File: config.mk
export PLATFORM = sky130hd
export DESIGN_NAME = tlb_xlate
export DESIGN_NICKNAME = d
export VERILOG_FILES = /design/src/rtl/tlb_pkg.sv /design/src/rtl/tlb_entry_array.sv /design/src/rtl/tlb_perm_check.sv /design/src/rtl/tlb_ctrl_regs.sv /design/src/rtl/tlb_xlate.sv
export SDC_FILE = /design/constraint.sdc
export NUM_CORES = 1
export LEC_CHECK = 0
export CAP_MARGIN = 20
export CORE_MARGIN = 4
export CORE_UTILIZATION = 32
export DETAILED_ROUTE_END_ITERATION = 8
export DONT_BUFFER_PORTS = 1
export PLACE_DENSITY_LB_ADDON = 0.08
export SLEW_MARGIN = 30
export SYNTH_ARGS = -nofsm -noshare
export SYNTH_HDL_FRONTEND = slang
export SYNTH_HIERARCHICAL = 1
export SYNTH_SLANG_ARGS = --single-unit
File: constraint.sdc
create_clock -name clk_i -period 4.3 [get_ports clk_i]
set_clock_uncertainty 0.2 [all_clocks]
set_input_delay 0.645 -clock clk_i [delete_from_list [all_inputs] [get_ports clk_i]]
set_output_delay 0.645 -clock clk_i [all_outputs]
set_load 0.1 [all_outputs]
File: src/rtl/tlb_pkg.sv
package tlb_pkg;
  localparam int VA_W   = 32;
  localparam int OFF_W  = 12;
  localparam int VPN_W  = VA_W - OFF_W;
  localparam int PPN_W  = 24;
  localparam int PA_W   = PPN_W + OFF_W;
  localparam int DESC_W = 32;
  localparam int ERR_W  = 3;

  localparam int D_KIND_HI = 31;
  localparam int D_KIND_LO = 30;
  localparam int D_C = 29;
  localparam int D_W = 28;
  localparam int D_X = 27;
  localparam int D_U = 26;
  localparam int D_G = 25;
  localparam int D_D = 24;

  typedef enum logic [1:0] {ACC_READ, ACC_WRITE, ACC_FETCH, ACC_RSVD} acc_e;
  typedef enum logic [1:0] {CMD_CTX, CMD_MODE, CMD_INVAL, CMD_READ} cmd_e;
  typedef enum logic [ERR_W-1:0] {
    ERR_NONE   = 3'd0,
    ERR_USER   = 3'd1,
    ERR_WPROT  = 3'd2,
    ERR_NOEXEC = 3'd3,
    ERR_DIRTY  = 3'd4
  } err_e;

  typedef struct packed {
    logic c;
    logic w;
    logic x;
    logic u;
    logic g;
    logic d;
  } attr_t;

  function automatic attr_t desc_attr(logic [DESC_W-1:0] desc);
    attr_t a;
    a.c = desc[D_C];
    a.w = desc[D_W];
    a.x = desc[D_X];
    a.u = desc[D_U];
    a.g = desc[D_G];
    a.d = desc[D_D];
    return a;
  endfunction

  function automatic logic desc_valid(logic [DESC_W-1:0] desc);
    return |desc[D_KIND_HI:D_KIND_LO];
  endfunction
endpackage

File: src/rtl/tlb_entry_array.sv
module tlb_entry_array
  import tlb_pkg::*;
#(
  parameter int N_ENTRIES = 8
) (
  input  logic              clk_i,
  input  logic              rst_ni,
  input  logic              wr_i,
  input  logic [VPN_W-1:0]  wr_vpn_i,
  input  logic [DESC_W-1:0] wr_desc_i,
  input  logic              flush_i,
  input  logic              inval_i,
  input  logic [VPN_W-1:0]  inval_vpn_i,
  input  logic [VPN_W-1:0]  look_vpn_i,
  output logic              hit_o,
  output attr_t             attr_o,
  output logic [PPN_W-1:0]  ppn_o
);
  localparam int IDX_W = (N_ENTRIES > 1) ? $clog2(N_ENTRIES) : 1;
  localparam logic [IDX_W-1:0] LAST = IDX_W'(N_ENTRIES - 1);

  logic [N_ENTRIES-1:0] valid_q;
  logic [VPN_W-1:0]     vpn_q  [N_ENTRIES];
  logic [PPN_W-1:0]     ppn_q  [N_ENTRIES];
  attr_t                attr_q [N_ENTRIES];
  logic [N_ENTRIES-1:0] look_match, inval_match;
  logic [IDX_W-1:0]     rr_q;

  for (genvar g = 0; g < N_ENTRIES; g++) begin : g_cmp
    assign look_match[g]  = valid_q[g] && (vpn_q[g] == look_vpn_i);
    assign inval_match[g] = valid_q[g] && (vpn_q[g] == inval_vpn_i);
  end

  always_ff @(posedge clk_i or negedge rst_ni) begin
    if (!rst_ni) begin
      valid_q <= '0;
      for (int i = 0; i < N_ENTRIES; i++) begin
        vpn_q[i]  <= '0;
        ppn_q[i]  <= '0;
        attr_q[i] <= '0;
      end
    end else begin
      for (int i = 0; i < N_ENTRIES; i++) begin
        if (flush_i && !attr_q[i].g) valid_q[i] <= 1'b0;
        if (inval_i && inval_match[i]) valid_q[i] <= 1'b0;
        // refill wins over a same-cycle flush for its own slot
        if (wr_i && rr_q == IDX_W'(i)) begin
          valid_q[i] <= desc_valid(wr_desc_i);
          vpn_q[i]   <= wr_vpn_i;
          ppn_q[i]   <= wr_desc_i[PPN_W-1:0];
          attr_q[i]  <= desc_attr(wr_desc_i);
        end
      end
    end
  end

  always_ff @(posedge clk_i or negedge rst_ni) begin
    if (!rst_ni)   rr_q <= '0;
    else if (wr_i) rr_q <= (rr_q == LAST) ? '0 : rr_q + 1'b1;
  end

  // lowest index wins if a page was refilled twice
  always_comb begin
    hit_o  = |look_match;
    attr_o = '0;
    ppn_o  = '0;
    for (int i = N_ENTRIES - 1; i >= 0; i--) begin
      if (look_match[i]) begin
        attr_o = attr_q[i];
        ppn_o  = ppn_q[i];
      end
    end
  end
endmodule

File: src/rtl/tlb_perm_check.sv
module tlb_perm_check
  import tlb_pkg::*;
(
  input  attr_t attr_i,
  input  acc_e  acc_i,
  input  logic  user_i,
  output err_e  err_o
);
  always_comb begin
    err_o = ERR_NONE;
    if (user_i && !attr_i.u)                   err_o = ERR_USER;
    else if (acc_i == ACC_WRITE && !attr_i.w)  err_o = ERR_WPROT;
    else if (acc_i == ACC_FETCH && !attr_i.x)  err_o = ERR_NOEXEC;
    else if (acc_i == ACC_WRITE && !attr_i.d)  err_o = ERR_DIRTY;
  end
endmodule

File: src/rtl/tlb_ctrl_regs.sv
module tlb_ctrl_regs
  import tlb_pkg::*;
(
  input  logic              clk_i,
  input  logic              rst_ni,
  input  logic              ctl_valid_i,
  input  cmd_e              ctl_cmd_i,
  input  logic [VA_W-1:0]   ctl_wdata_i,
  input  logic              fault_i,
  input  logic [VA_W-1:0]   fault_va_i,
  input  err_e              fault_err_i,
  output logic [VA_W-1:0]   ctx_ptr_o,
  output logic              en_o,
  output logic              flush_o,
  output logic              inval_o,
  output logic [VPN_W-1:0]  inval_vpn_o,
  output logic [VA_W-1:0]   rdata_o,
  output logic [VA_W-1:0]   bad_vaddr_o,
  output logic [ERR_W-1:0]  err_type_o
);
  assign flush_o     = ctl_valid_i && ctl_cmd_i == CMD_CTX;
  assign inval_o     = ctl_valid_i && ctl_cmd_i == CMD_INVAL;
  assign inval_vpn_o = ctl_wdata_i[VA_W-1:OFF_W];

  always_ff @(posedge clk_i or negedge rst_ni) begin
    if (!rst_ni) begin
      ctx_ptr_o <= '0;
      en_o      <= 1'b0;
      rdata_o   <= '0;
    end else if (ctl_valid_i) begin
      case (ctl_cmd_i)
        CMD_CTX:  ctx_ptr_o <= ctl_wdata_i;
        CMD_MODE: en_o      <= ctl_wdata_i[0];
        CMD_READ: rdata_o   <= ctl_wdata_i[0] ? VA_W'(err_type_o) : bad_vaddr_o;
        default: ;
      endcase
    end
  end

  always_ff @(posedge clk_i or negedge rst_ni) begin
    if (!rst_ni) begin
      bad_vaddr_o <= '0;
      err_type_o  <= '0;
    end else if (fault_i) begin
      bad_vaddr_o <= fault_va_i;
      err_type_o  <= fault_err_i;
    end
  end
endmodule

File: src/rtl/tlb_xlate.sv
module tlb_xlate
  import tlb_pkg::*;
#(
  parameter int N_ENTRIES = 8
) (
  input  logic        clk_i,
  input  logic        rst_ni,
  input  logic        lk_valid_i,
  input  logic [31:0] lk_vaddr_i,
  input  logic [1:0]  lk_acc_i,
  input  logic        lk_user_i,
  output logic        lk_done_o,
  output logic        lk_hit_o,
  output logic        lk_miss_o,
  output logic        lk_fault_o,
  output logic [2:0]  lk_err_o,
  output logic [35:0] lk_paddr_o,
  output logic        lk_cacheable_o,
  input  logic        rf_valid_i,
  input  logic [31:0] rf_vaddr_i,
  input  logic [31:0] rf_desc_i,
  input  logic        ctl_valid_i,
  input  logic [1:0]  ctl_cmd_i,
  input  logic [31:0] ctl_wdata_i,
  output logic [31:0] ctl_rdata_o,
  output logic [31:0] ctx_ptr_o
);
  logic             xlate_en, flush, inval, arr_hit, fault_evt;
  logic [VPN_W-1:0] inval_vpn;
  logic [PPN_W-1:0] arr_ppn;
  attr_t            arr_attr;
  err_e             chk_err;
  logic [VA_W-1:0]  bad_vaddr;
  logic [ERR_W-1:0] err_type;

  tlb_entry_array #(.N_ENTRIES(N_ENTRIES)) i_array (
    .clk_i       (clk_i),
    .rst_ni      (rst_ni),
    .wr_i        (rf_valid_i),
    .wr_vpn_i    (rf_vaddr_i[VA_W-1:OFF_W]),
    .wr_desc_i   (rf_desc_i),
    .flush_i     (flush),
    .inval_i     (inval),
    .inval_vpn_i (inval_vpn),
    .look_vpn_i  (lk_vaddr_i[VA_W-1:OFF_W]),
    .hit_o       (arr_hit),
    .attr_o      (arr_attr),
    .ppn_o       (arr_ppn)
  );

  tlb_perm_check i_perm (
    .attr_i (arr_attr),
    .acc_i  (acc_e'(lk_acc_i)),
    .user_i (lk_user_i),
    .err_o  (chk_err)
  );

  assign fault_evt = lk_valid_i && xlate_en && arr_hit && (chk_err != ERR_NONE);

  tlb_ctrl_regs i_regs (
    .clk_i       (clk_i),
    .rst_ni      (rst_ni),
    .ctl_valid_i (ctl_valid_i),
    .ctl_cmd_i   (cmd_e'(ctl_cmd_i)),
    .ctl_wdata_i (ctl_wdata_i),
    .fault_i     (fault_evt),
    .fault_va_i  (lk_vaddr_i),
    .fault_err_i (chk_err),
    .ctx_ptr_o   (ctx_ptr_o),
    .en_o        (xlate_en),
    .flush_o     (flush),
    .inval_o     (inval),
    .inval_vpn_o (inval_vpn),
    .rdata_o     (ctl_rdata_o),
    .bad_vaddr_o (bad_vaddr),
    .err_type_o  (err_type)
  );

  always_ff @(posedge clk_i or negedge rst_ni) begin
    if (!rst_ni) begin
      lk_done_o      <= 1'b0;
      lk_hit_o       <= 1'b0;
      lk_miss_o      <= 1'b0;
      lk_fault_o     <= 1'b0;
      lk_err_o       <= '0;
      lk_paddr_o     <= '0;
      lk_cacheable_o <= 1'b0;
    end else begin
      lk_done_o <= lk_valid_i;
      if (!lk_valid_i) begin
        lk_hit_o   <= 1'b0;
        lk_miss_o  <= 1'b0;
        lk_fault_o <= 1'b0;
        lk_err_o   <= '0;
      end else if (!xlate_en) begin
        lk_hit_o       <= 1'b1;
        lk_miss_o      <= 1'b0;
        lk_fault_o     <= 1'b0;
        lk_err_o       <= '0;
        lk_paddr_o     <= PA_W'(lk_vaddr_i);
        lk_cacheable_o <= 1'b1;
      end else begin
        lk_hit_o       <= arr_hit;
        lk_miss_o      <= !arr_hit;
        lk_fault_o     <= fault_evt;
        lk_err_o       <= arr_hit ? chk_err : ERR_NONE;
        lk_paddr_o     <= arr_hit ? {arr_ppn, lk_vaddr_i[OFF_W-1:0]} : '0;
        lk_cacheable_o <= arr_hit && arr_attr.c;
      end
    end
  end
endmodule

After elaboration in Yosys (flattened, before gate mapping)

Cells that the tools add are included.

Register bits after elaboration: 555
Bits in latches: 0
RAM bits: 0
ROM bits: 0
Input bits: 138
Output and inout bits: 108
Logic and storage cells: 251
Memories: 0

$add $sub $neg: 1
$mul: 0
Div/mod/pow operators: 0
Magnitude comparators: 0
Eq/ne operators: 28
Shift-type cells: 0
Multiplexer cells: 58
Bitwise logic cells: 0
Reduce and logical (&&, ||, !) cells: 79

Operators by type and width:

| operator            | number |
|---|---|
| $eq 20x20->1        | 16 |
| $mux 24             | 8 |
| $mux 36             | 2 |
| $logic_and 1x1->1   | 50 |
| $mux 6              | 8 |
| $mux 32             | 1 |
| $mux 1              | 31 |
| $reduce_bool 3->1   | 9 |
| $mux 3              | 8 |
| $logic_not 1->1     | 13 |
| $eq 3x3->1 const B  | 4 |
| $reduce_or 8->1     | 1 |
| $eq 2x2->1 const B  | 3 |
| $eq 3x2->1 const B  | 2 |
| $reduce_and 2->1    | 3 |
| $eq 2x1->1 const B  | 2 |
| $add 3x1->3 const B | 1 |
| $eq 3x1->1 const B  | 1 |
| $logic_not 3->1     | 1 |
| $logic_not 2->1     | 1 |
| $reduce_or 2->1     | 1 |

Logic depth before layout (Yosys ltp)

Gate-level depths: netlist (run 1).

Depth after elaboration: 20
Gate-level depth with buffers: 17

Cells and area by module

The synthesis (run 1) kept the hierarchy.

Modules (own cells, without submodules):

| module          | instances | cells each | area each (µm²) | seq. area each (µm²) |
|---|---|---|---|---|
| tlb_entry_array | 1         | 1,804      | 21,729.6        | 10,284.9 |
| tlb_ctrl_regs   | 1         | 275        | 4,140.2         | 2,502.4 |
| tlb_xlate       | 1         | 203        | 1,964.4         | 1,101.1 |
| tlb_perm_check  | 1         | 7          | 53.8            | 0.0 |

Least setup slack after synthesis (run 1)

No wires, ideal clock.

Path type: input to register
Start: in lk_vaddr_i[20]
End: reg i_regs.bad_vaddr_o[10]
Setup time: 0.125 ns
Data arrival time: 3.970 ns
Setup slack: 0.006 ns
Stages: 16
Path buffers: 5
Cells stage by stage: buf_4 xnor2_1 nand4_1 nor4_4 and2_1 buf_2 buf_4 nor3b_1 a21oi_1 a32o_1 or3b_1 a21oi_2 o31a_1 clkbuf_1 buf_2 mux2_2

RTL lines:

| element              | RTL line            | text |
|---|---|---|
| from (decl)          | tlb_xlate.sv:9      | `input logic [31:0] lk_vaddr_i,` |
| to (signal assigned) | tlb_ctrl_regs.sv:45 | `bad_vaddr_o <= fault_va_i;` |
| to (decl)            | tlb_ctrl_regs.sv:18 | `output logic [VA_W-1:0] bad_vaddr_o,` |

==> impl_summary.txt, run 1 <==
----------------------------------------------------
[Outcome]
  Outcome ... finished with violations
  Violated checks ... negative hold slack, max-slew violations

[Pwr]
  Leakage component of the power ... 0.0134 uW
  Maximum vdd drop ... 0.000330 V
  Power density normalized to cell area ... 635 mW/mm^2

[Die]
  Total die area ... 0.0917 mm^2
  Effective utilization at floorplan ... 32.5%
  Number of top-level design ports ... 246
  Number of placement rows ... 107
  Die Wd ... 303 um
  Die height ... 303 um
  Area of the core ... 0.0857 mm^2

[Detailed routing]
  Residual antenna-violating net count after detailed routing ... 0
  Starting DRC count in detailed routing ... 1390
  DRC violations left ... 0
  Sum of routed wire length over all layers ... 102 mm
  Vias per cell ... 5.36
  Per-cell routed wire length ... 28.7 um
  TritonRoute pass-1 iters ... 7
  Total number of vias ... 19000

[Synthesis]
  Yosys Warn Count ... 6
  Mapped Area ... 0.0278 mm^2
  Number of instances in the synthesized netlist ... 2277
  Average footprint of a synthesized cell ... 12.2 um^2
  Post-Syn Nets ... 2421

[Global route]
  First-pass GRT wire length ... 146 mm
  Global router's overall resource usage ... 22.0%
  Antenna violations before repair ... 16
  Pin count of the biggest net entering global routing ... 556
  Congestion Overflow GR ... 0
  Vias in the first global route ... 19600

[Clock network]
  Cts hold-fix bufs ... 116
  CTS H-tree lvls ... 3
  Clock slew seen by the registers of the worst setup and hold paths ... 0.06 ns
  Worst-case clock buffer depth ... 3
  TritonCTS clock tree ... built
  Clock latency on the worst-skew pair ... 0.61 ns
  TritonCTS sink count ... 555
  Post-cts resize count ... 0
  Number of buffers inserted during clock tree synthesis ... 70
  Clock root buffer ... clkbuf_16
  Setup Fix Bufs, Post-CTS ... 0

[Final layout]
  Area overhead of the layout relative to synthesis ... 16.7%
  Fill count ... 8345
  Finished layout cell area ... 0.0325 mm^2
  Layout cell share with drive strength beyond 1 ... 29.7%
  Most common library cell in the layout ignoring fill and taps ... dfrtp_1
  Top library cells by usage in the layout, fill and taps aside ... dfrtp_1 (552), mux2_2 (495), xnor2_1 (229)
  Nets ... 2495
  Layout Cells excl Fill ... 3550

[Placement]
  Placed insts ... 3306
  Weighted congestion at the end of routability-driven global placement ... 0.823
  Final HPWL DP ... 62.4 mm
  Post-detailed-placement cell area ... 0.0289 mm^2
  # port buffers ... 0
  Minimum setup slack after placement ... 0.120 ns

[Timing]
  TNS Setup ... 0 ns
  Worst Slack Setup Final ... 0.258 ns
  Max frequency ... 247 MHz
  Post-route fraction of the period consumed by the critical path ... 94.0%
  Final count of hold timing violations ... 554
  Max-Slew Margin vs Limit ... -35.0%
  Clock period minus final worst setup slack ... 4.04 ns
  Final setup violating endpoints ... 0
  Worst-margin pin slew ... 2.03 ns
  Worst hold slack ... -0.461 ns
  Final Max Slew Viols ... 198
  RSZ-0062 raised after global routing ... no

[Critical path]
  Worst reg2reg endpoint ... i_regs/bad_vaddr_o[15]
  Number of cells on the worst reg-to-reg path ... 13
  Startpoint-to-endpoint class of the critical path ... reg -> reg
  Worst R2R Setup Slack ... 0.26 ns
  Crit path launch type ... register
  Reg-to-reg critical path startpoint ... i_array/vpn_q[13]
  Arrival time of the worst setup path ... 4.32 ns
  Worst setup EP type ... register
  Maximum fanout count along the critical path ... 26
  Worst EP required ... 4.58 ns

[Hold path]
  Hold WC Path Type ... in -> async

[Run]
  Number of maximum-capacitance constraint violations ... 0

----------------------------------------------------
-- critical path, stage by stage, from the launching register on --
cell and delay [ns]:
dfrtp_1 0.42, xnor2_1 0.28, nand4_1 0.25, nor4_4 0.28, buf_4 0.42, o2111ai_1 0.18, a221oi_1 0.34, o31ai_1 0.15
a22oi_1 0.23, nor2b_1 0.11, nand2b_1 0.17, o31a_2 0.41, buf_12 0.17, mux2_2 0.27
-- per-layer routing --
metal  wire (um)  vias to the layer above  global-route usage [%]
met1       47200                    10100                    31.1
li1            -                     8271                       -
met4        2330                        0                    5.69
met3        6000                      127                    4.11
met2       46300                      570                    34.7
met5           0                        -                       0
-- power by group --
part           total (uW)  internal, uW  switching [uW]
logic                4980          3040            1940
clock network        5910          3540            2370
registers            9720          7270            2450
total               20600         13900            6760
-- how the worst max path moves through the flow --
stage,end,start
6_report,i_regs/bad_vaddr_o[15],i_array/vpn_q[13]
5_1_grt,i_regs/bad_vaddr_o[16],i_array/vpn_q[17]
4_1_cts,i_regs/bad_vaddr_o[15],i_array/vpn_q[36]
3_5_place_dp,i_regs/bad_vaddr_o[2],lk_vaddr_i[22]
3_3_place_gp,i_regs/bad_vaddr_o[16],lk_vaddr_i[22]
2_1_floorplan,i_regs/bad_vaddr_o[10],lk_vaddr_i[20]
-- final cells by class --
| class | instances | area, um^2 | area share [%] |
|---|---|---|---|
| sequential | 555 | 13900 | 42.8 |
| clock inverter | 21 | 181 | 0.559 |
| tap | 1144 | 1430 | 4.41 |
| antenna | 4 | 10.0 | 0.0308 |
| inverter | 58 | 218 | 0.671 |
| clock buffer | 102 | 2120 | 6.54 |
| timing repair buffer | 190 | 1820 | 5.61 |
| multi-input combinational | 1476 | 12800 | 39.4 |
-- registers in the layout, summed over array words and instances (netlist names), 3 cells and up --
name	flops
i_array/attr_q	48
i_array/ppn_q	192
i_array/rr_q	3
i_array/valid_q	8
i_array/vpn_q	160
i_regs/bad_vaddr_o	32
i_regs/ctx_ptr_o	32
i_regs/err_type_o	3
i_regs/rdata_o	32
lk_err_o	3
lk_paddr_o	36
-- per-stage QoR --
step / total power [uW] / util (%)
3_3_place_gp: 14400 / 33.7
6_report: 20600 / 37.9
2_1_floorplan: 13300 / -
4_1_cts: 20800 / 37.8
5_1_grt: 21700 / 37.9
3_5_place_dp: 14500 / 33.8
Power figures use the tool's default switching activity.
==> run 2, diff against run 1 <==
- GPL_ROUTABILITY_DRIVEN: default -> 0
- GPL_TIMING_DRIVEN: default -> 0
==> run 2 against run 1 <==
Against the previous run: the flow now finishes without violations; core utilization rose by 1.1 points; worst setup slack lost 0.16 ns; via count up 4.2%; critical path depth grew 2; die area unchanged; sequential share of layout area is 1.2 points lower; hold slack improved by 0.51 ns; global-route usage grew 0.95 points; combinational power grew 7.4%; final area up 2.9%; register-to-register slack lost 0.16 ns; critical path type unchanged; critical endpoint is now i_regs/bad_vaddr_o[17]; largest power group unchanged.
==> impl_summary.txt, run 2 (synthesis gave the netlist of run 1 again) <==
----------------------------------------------------
[Final layout]
  Register with the most flip-flops ... i_array/ppn_q
  Registers with the highest flip-flop counts ... i_array/ppn_q (192), i_array/vpn_q (160), i_array/attr_q (48)
  Area overhead of the layout relative to synthesis ... 20.1%
  Sequential cell area in the final layout ... 0.0139 mm^2
  Most common library cell in the layout ignoring fill and taps ... dfrtp_1
  Nets ... 2642
  Top library cells by usage in the layout, fill and taps aside ... dfrtp_1 (548), mux2_2 (495), xnor2_1 (229)
  Flip-flop count of the largest register after layout ... 192
  Layout cell share with drive strength beyond 1 ... 31.1%
  Fill count ... 8256
  Combined area of the multi-input logic cells ... 0.0128 mm^2
  Finished layout cell area ... 0.0334 mm^2

[Critical path]
  Crit path launch type ... register
  Reg-to-reg critical path startpoint ... i_array/vpn_q[118]
  Cell with the biggest individual delay on the critical path ... dfrtp_2
  Longest individual stage delay on the worst path ... 0.48 ns
  Worst EP required ... 4.59 ns
  Sequence of cells on the critical path ... xnor2_1 > nand4_1 > nor4_4 > and4_1 > buf_2 > buf_6 > buf_6 > a21oi_1 > o21bai_1 > a22oi_2 > nor2b_2 > nand2b_2 > o31a_4 > clkbuf_16 > mux2_2
  Most common cell type on the critical path ... buf_6
  Arrival time of the worst setup path ... 4.49 ns
  Maximum fanout count along the critical path ... 10
  Cell family with the largest share of critical-path delay ... simple AND/OR/NAND/NOR gates
  Worst R2R Setup Slack ... 0.1 ns
  Startpoint-to-endpoint class of the critical path ... reg -> reg
  Worst setup EP type ... register
  Worst reg2reg endpoint ... i_regs/bad_vaddr_o[17]
  Worst path bufs/invs ... 4
  Number of cells on the worst reg-to-reg path ... 15

[Hold path]
  Endpoint of the worst hold path ... i_regs/rdata_o[2]
  Hold Path Origin ... ctl_cmd_i[1]
  Hold WC Path Type ... in -> reg
  Number of instances on the worst hold path ... 2

[Timing]
  Final setup violating endpoints ... 0
  Post-route fraction of the period consumed by the critical path ... 97.7%
  Max-Slew Margin vs Limit ... 22.0%
  Final count of hold timing violations ... 0
  Worst hold slack ... 0.0447 ns
  Final Max Slew Viols ... 0
  Worst-margin pin slew ... 1.17 ns
  RSZ-0062 raised after global routing ... no
  Max frequency ... 238 MHz
  Clock period minus final worst setup slack ... 4.20 ns

[Clock network]
  Clock slew seen by the registers of the worst setup and hold paths ... 0.06 ns
  Worst-case clock buffer depth ... 3
  CTS H-tree lvls ... 3
  Number of buffers inserted during clock tree synthesis ... 69
  Clock root buffer ... clkbuf_16
  TritonCTS clock tree ... built
  Clock latency on the worst-skew pair ... 0.62 ns
  TritonCTS sink count ... 555

[Die]
  Die Wd ... 303 um
  Die height ... 303 um
  Number of top-level design ports ... 246
  Effective utilization at floorplan ... 32.5%
  Total die area ... 0.0917 mm^2
  Area of the core ... 0.0857 mm^2
  Number of placement rows ... 107

[Pwr]
  Maximum vdd drop ... 0.000266 V
  Power density normalized to cell area ... 636 mW/mm^2
  Leakage component of the power ... 0.0138 uW

[Detailed routing]
  Residual antenna-violating net count after detailed routing ... 0
  Starting DRC count in detailed routing ... 1579
  Sum of routed wire length over all layers ... 107 mm
  DRC violations left ... 0
  Per-cell routed wire length ... 28.9 um
  Vias per cell ... 5.36
  TritonRoute pass-1 iters ... 5
  Total number of vias ... 19800

[Global route]
  Global router's overall resource usage ... 22.9%
  Congestion Overflow GR ... 0
  First-pass GRT wire length ... 151 mm
  Vias in the first global route ... 20300
  Antenna violations before repair ... 22
  Pin count of the biggest net entering global routing ... 556

[Placement]
  Post-detailed-placement cell area ... 0.0293 mm^2
  # port buffers ... 0
  Final HPWL DP ... 71.4 mm

[Run]
  Number of maximum-capacitance constraint violations ... 0

[Outcome]
  Outcome ... complete, no violations

----------------------------------------------------
-- run 2: worst register-to-register path: cells and delay by family, from the launching register on --
family / cells / cell delay, ns
muxes: 1 / 0.26
buffers and inverters: 4 / 0.76
xor gates and xnor gates: 1 / 0.16
and+or+nand+nor: 5 / 1.29
DFF: 1 / 0.48
AOI/OAI and AO/OA: 4 / 0.95
-- run 2: how the worst max path moves through the flow --
stage | slack, ns | start | depth (start not counted) | end
6_report | 0.1 | i_array/vpn_q[118] | 15 | i_regs/bad_vaddr_o[17]
5_1_grt | 0.009 | i_array/vpn_q[114] | 15 | i_regs/bad_vaddr_o[17]
4_1_cts | 0.006 | i_array/vpn_q[51] | 15 | i_regs/bad_vaddr_o[13]
3_5_place_dp | -1.87 | lk_vaddr_i[18] | 15 | i_regs/bad_vaddr_o[8]
3_3_place_gp | -1.95 | lk_vaddr_i[17] | 14 | i_regs/bad_vaddr_o[7]
2_1_floorplan | 0.01 | lk_vaddr_i[20] | 16 | i_regs/bad_vaddr_o[10]
-- run 2: final cells by class --
type                       instances  area share (%)
clock inverter                    22            1.00
tap                             1144            4.29
antenna                           11          0.0824
clock buffer                      97            5.94
inverter                          58           0.652
sequential                       555            41.6
buffer                           183            3.32
timing repair buffer             155            4.78
multi-input combinational       1476            38.3
-- run 2: stage by stage --
step / utilization (%) / setup WS [ns] / total power (uW) / instances / TNS [ns]
after CTS: 38.6 / 0.00602 / 21200 / 3679 / 0
after global routing: 39.0 / 0.00935 / 22300 / 3698 / 0
after floorplan: - / 0.0119 / 13300 / 2277 / 0
after global placement: 34.1 / -1.95 / 14700 / 3421 / -87.53
final: 39.0 / 0.0990 / 21200 / 3701 / 0
after detailed placement: 34.2 / -1.87 / 14900 / 3425 / -83.60
-- run 2: repair_timing --
item | in CTS | in global routing
pin swaps | 18 | 10
resized for setup | 45 | 28
endpoints found under the hold margin | 1052 | 358
gates cloned | 0 | 1
endpoints found under the setup margin | 47 | 32
buffers inserted | 23 | 7
hold buffers | 115 | 2
-- run 2: metal layers --
metal / share of wire, % / track usage (%) / up-vias
met1: 45 / 31.9 / 10400
met2: 45 / 35.9 / 733
li1: - / - / 8565
met5: 0.036 / 0 / -
met3: 6.9 / 4.47 / 190
met4: 3.2 / 7.59 / 6
-- run 2: power breakdown --
| part | internal (uW) | total [uW] | switching [uW] | leakage, uW |
|---|---|---|---|---|
| combinational | 3090 | 5350 | 2260 | 0.00586 |
| sequential | 7270 | 9880 | 2600 | 0.00680 |
| clock | 3600 | 6000 | 2400 | 0.00113 |
==> run 3, diff against run 2 <==
==> constraint.sdc (replaced) <==
create_clock -name clk_i -period 5.35 [get_ports clk_i]
set_clock_uncertainty 0.2 [all_clocks]
set_input_delay 0.8025 -clock clk_i [delete_from_list [all_inputs] [get_ports clk_i]]
set_output_delay 0.8025 -clock clk_i [all_outputs]
set_load 0.005 [all_outputs]
==> run 3 against run 2 <==
Against the previous run: core utilization fell by 2.0 points; sequential share of layout area rose by 2.2 points; highest routed layer is now met4; critical endpoint is now i_regs/bad_vaddr_o[4]; first-iteration DRC count fell by 17%; sequential power fell by 26%.
==> impl_summary.txt, run 3 (synthesis gave the netlist of run 1 again) <==
----------------------------------------------------
[Die]
  Total die area ... 0.0917 mm^2
  Die height ... 303 um
  Number of placement rows ... 107
  Area of the core ... 0.0857 mm^2
  Die Wd ... 303 um
  Effective utilization at floorplan ... 32.5%
  Number of top-level design ports ... 246

[Critical path]
  Crit path launch type ... primary input
  Startpoint-to-endpoint class of the critical path ... in -> reg
  Sequence of cells on the critical path ... buf_2 > xor2_1 > nor4_4 > clkbuf_1 > o2111ai_1 > a221oi_1 > o31ai_1 > a22oi_1 > nor2b_1 > nor2_1 > o31a_1 > buf_2 > mux2_2
  Reg-to-reg critical path startpoint ... i_array/vpn_q[114]
  Worst reg2reg endpoint ... i_regs/bad_vaddr_o[4]
  Most common cell type on the critical path ... buf_2
  Arrival time of the worst setup path ... 5.49 ns
  Maximum fanout count along the critical path ... 10
  Worst R2R Setup Slack ... 0.23 ns
  Worst EP required ... 5.64 ns
  Worst path bufs/invs ... 3
  Cell with the biggest individual delay on the critical path ... nor4_4
  Worst setup EP type ... register
  Cell family with the largest share of critical-path delay ... compound AO/OA/AOI/OAI gates
  Number of cells on the worst reg-to-reg path ... 15
  Longest individual stage delay on the worst path ... 0.82 ns

[Timing]
  Final count of hold timing violations ... 0
  Post-route fraction of the period consumed by the critical path ... 97.3%
  Final Max Slew Viols ... 0
  RSZ-0062 raised after global routing ... no
  Worst-margin pin slew ... 1.19 ns
  Final setup violating endpoints ... 0
  Clock period minus final worst setup slack ... 5.21 ns
  Worst hold slack ... 0.130 ns
  Worst Slack Setup Final ... 0.145 ns
  Max frequency ... 192 MHz
  Max-Slew Margin vs Limit ... 20.4%

[Pwr]
  Cell-internal power ... 10900 uW
  Switching power share of the total ... 31.6%
  Share of total power in the clock network ... 28.5%
  Leakage component of the power ... 0.0131 uW
  Power density normalized to cell area ... 504 mW/mm^2
  Maximum vdd drop ... 0.000243 V
  Comb pwr share ... 25.7%
  Tot Pwr ... 16000 uW
  Net switching power of the design ... 5040 uW
  Power share of the sequential group ... 45.8%

[Final layout]
  Registers with the highest flip-flop counts ... i_array/ppn_q (192), i_array/vpn_q (160), i_array/attr_q (48)
  Final core occ ... 37.0%
  Register with the most flip-flops ... i_array/ppn_q
  Flip-flop count of the largest register after layout ... 192
  Finished layout cell area ... 0.0317 mm^2
  Layout cell share with drive strength beyond 1 ... 30.5%
  Most common library cell in the layout ignoring fill and taps ... dfrtp_1
  Top library cells by usage in the layout, fill and taps aside ... dfrtp_1 (555), mux2_2 (495), xnor2_1 (229)
  Nets ... 2511
  Area overhead of the layout relative to synthesis ... 14.0%

[Detailed routing]
  Vias per cell ... 5.37
  TritonRoute pass-1 iters ... 5
  Total number of vias ... 19100
  DRC violations left ... 0
  Starting DRC count in detailed routing ... 1306
  Sum of routed wire length over all layers ... 103 mm
  Residual antenna-violating net count after detailed routing ... 0
  Per-cell routed wire length ... 29.0 um

[Global route]
  Pin count of the biggest net entering global routing ... 556
  Vias in the first global route ... 19600
  Global router's overall resource usage ... 22.2%
  First-pass GRT wire length ... 146 mm
  Congestion Overflow GR ... 0
  Antenna violations before repair ... 1

[Placement]
  # port buffers ... 0
  Minimum setup slack after placement ... -1.03 ns
  Post-detailed-placement cell area ... 0.0293 mm^2
  Final HPWL DP ... 71.4 mm

[Clock network]
  Clock slew seen by the registers of the worst setup and hold paths ... 0.05 ns
  Number of buffers inserted during clock tree synthesis ... 69
  TritonCTS sink count ... 555
  TritonCTS clock tree ... built
  Clock latency on the worst-skew pair ... 0.62 ns
  Clock root buffer ... clkbuf_16
  Worst-case clock buffer depth ... 3
  CTS H-tree lvls ... 3

[Hold path]
  Hold WC Path Type ... in -> reg
  Hold Path Origin ... lk_vaddr_i[8]
  Number of instances on the worst hold path ... 2
  Endpoint of the worst hold path ... lk_paddr_o[8]

[Run]
  Number of maximum-capacitance constraint violations ... 0

[Outcome]
  Outcome ... complete, no violations

----------------------------------------------------
==> run 3: cell count changes in the layout (fill, tap and decap cells not counted), sizes merged, moves of 3 or more <==
cell | before | now
dlygate4sd3 | 116 | 2
diode | 11 | 3
buf | 136 | 117
bufinv | 6 | 3
clkinv | 11 | 17
==> run 3: timing repair <==
item | 4_1_cts | 5_1_grt
endpoints found under the hold margin | 556 | 5
setup endpoints to repair | 30 | 30
resized for setup | 3 | 1
hold buffers | 1 | 1
pin swaps | 3 | 2
setup buffers | 5 | 4
==> run 3: per-stage QoR <==
stage | TNS, ns | instances
2_1_floorplan | 0 | 2277
3_3_place_gp | -34.65 | 3421
3_5_place_dp | -33.09 | 3425
4_1_cts | 0 | 3549
5_1_grt | 0 | 3559
6_report | 0 | 3561
==> run 3: worst max-delay path by stage <==
stage / slack, ns / from / cells after the start / end
global route: 0.03 / i_array/vpn_q[94] / 12 / i_regs/bad_vaddr_o[4]
detailed placement: -1.03 / lk_vaddr_i[15] / 15 / i_regs/bad_vaddr_o[8]
finish: 0.14 / lk_vaddr_i[18] / 13 / i_regs/bad_vaddr_o[4]
CTS: 0.008 / lk_vaddr_i[18] / 15 / i_regs/bad_vaddr_o[8]
floorplan: 0.90 / lk_vaddr_i[20] / 16 / i_regs/bad_vaddr_o[10]
global placement: -1.06 / lk_vaddr_i[17] / 14 / i_regs/bad_vaddr_o[7]
==> run 3: worst register-to-register path, delay by kind of cell (launching register included) <==
family,cells,cell delay [ns]
AO/OA/AOI/OAI,4,0.96
XOR/XNOR,1,0.17
buffers and inverters,4,1.25
flip-flops,1,0.55
multiplexers,1,0.37
AND/OR/NAND/NOR,5,1.48
==> run 3: area by class of cell <==
cell class | count | area (um^2)
clock buffers | 93 | 1940
diodes | 3 | 7.51
fillers | 8371 | 54000
clock inverters | 25 | 223
plain buffers | 187 | 1040
inverters | 58 | 218
well taps | 1144 | 1430
multi-input cells | 1476 | 12700
flip-flops and latches | 555 | 13900
repair buffers | 20 | 258
==> run 3: power groups by stage <==
stage / Sequential (uW) / Clock, uW / Combinational (uW)
6_report: 7320 / 4560 / 4110
5_1_grt: 7480 / 4860 / 4470
4_1_cts: 7270 / 4710 / 4020
3_5_place_dp: 7340 / 0 / 4000
3_3_place_gp: 7290 / 0 / 3900
2_1_floorplan: 6810 / 0 / 3300
==> run 3: layer usage <==
metal | track usage (%) | vias up | wire length [um]
met5 | 0 | - | 0
met1 | 30.6 | 10000 | 45800
met4 | 6.48 | 0 | 2620
met2 | 34.9 | 664 | 46800
met3 | 5.17 | 132 | 7860
li1 | - | 8271 | -
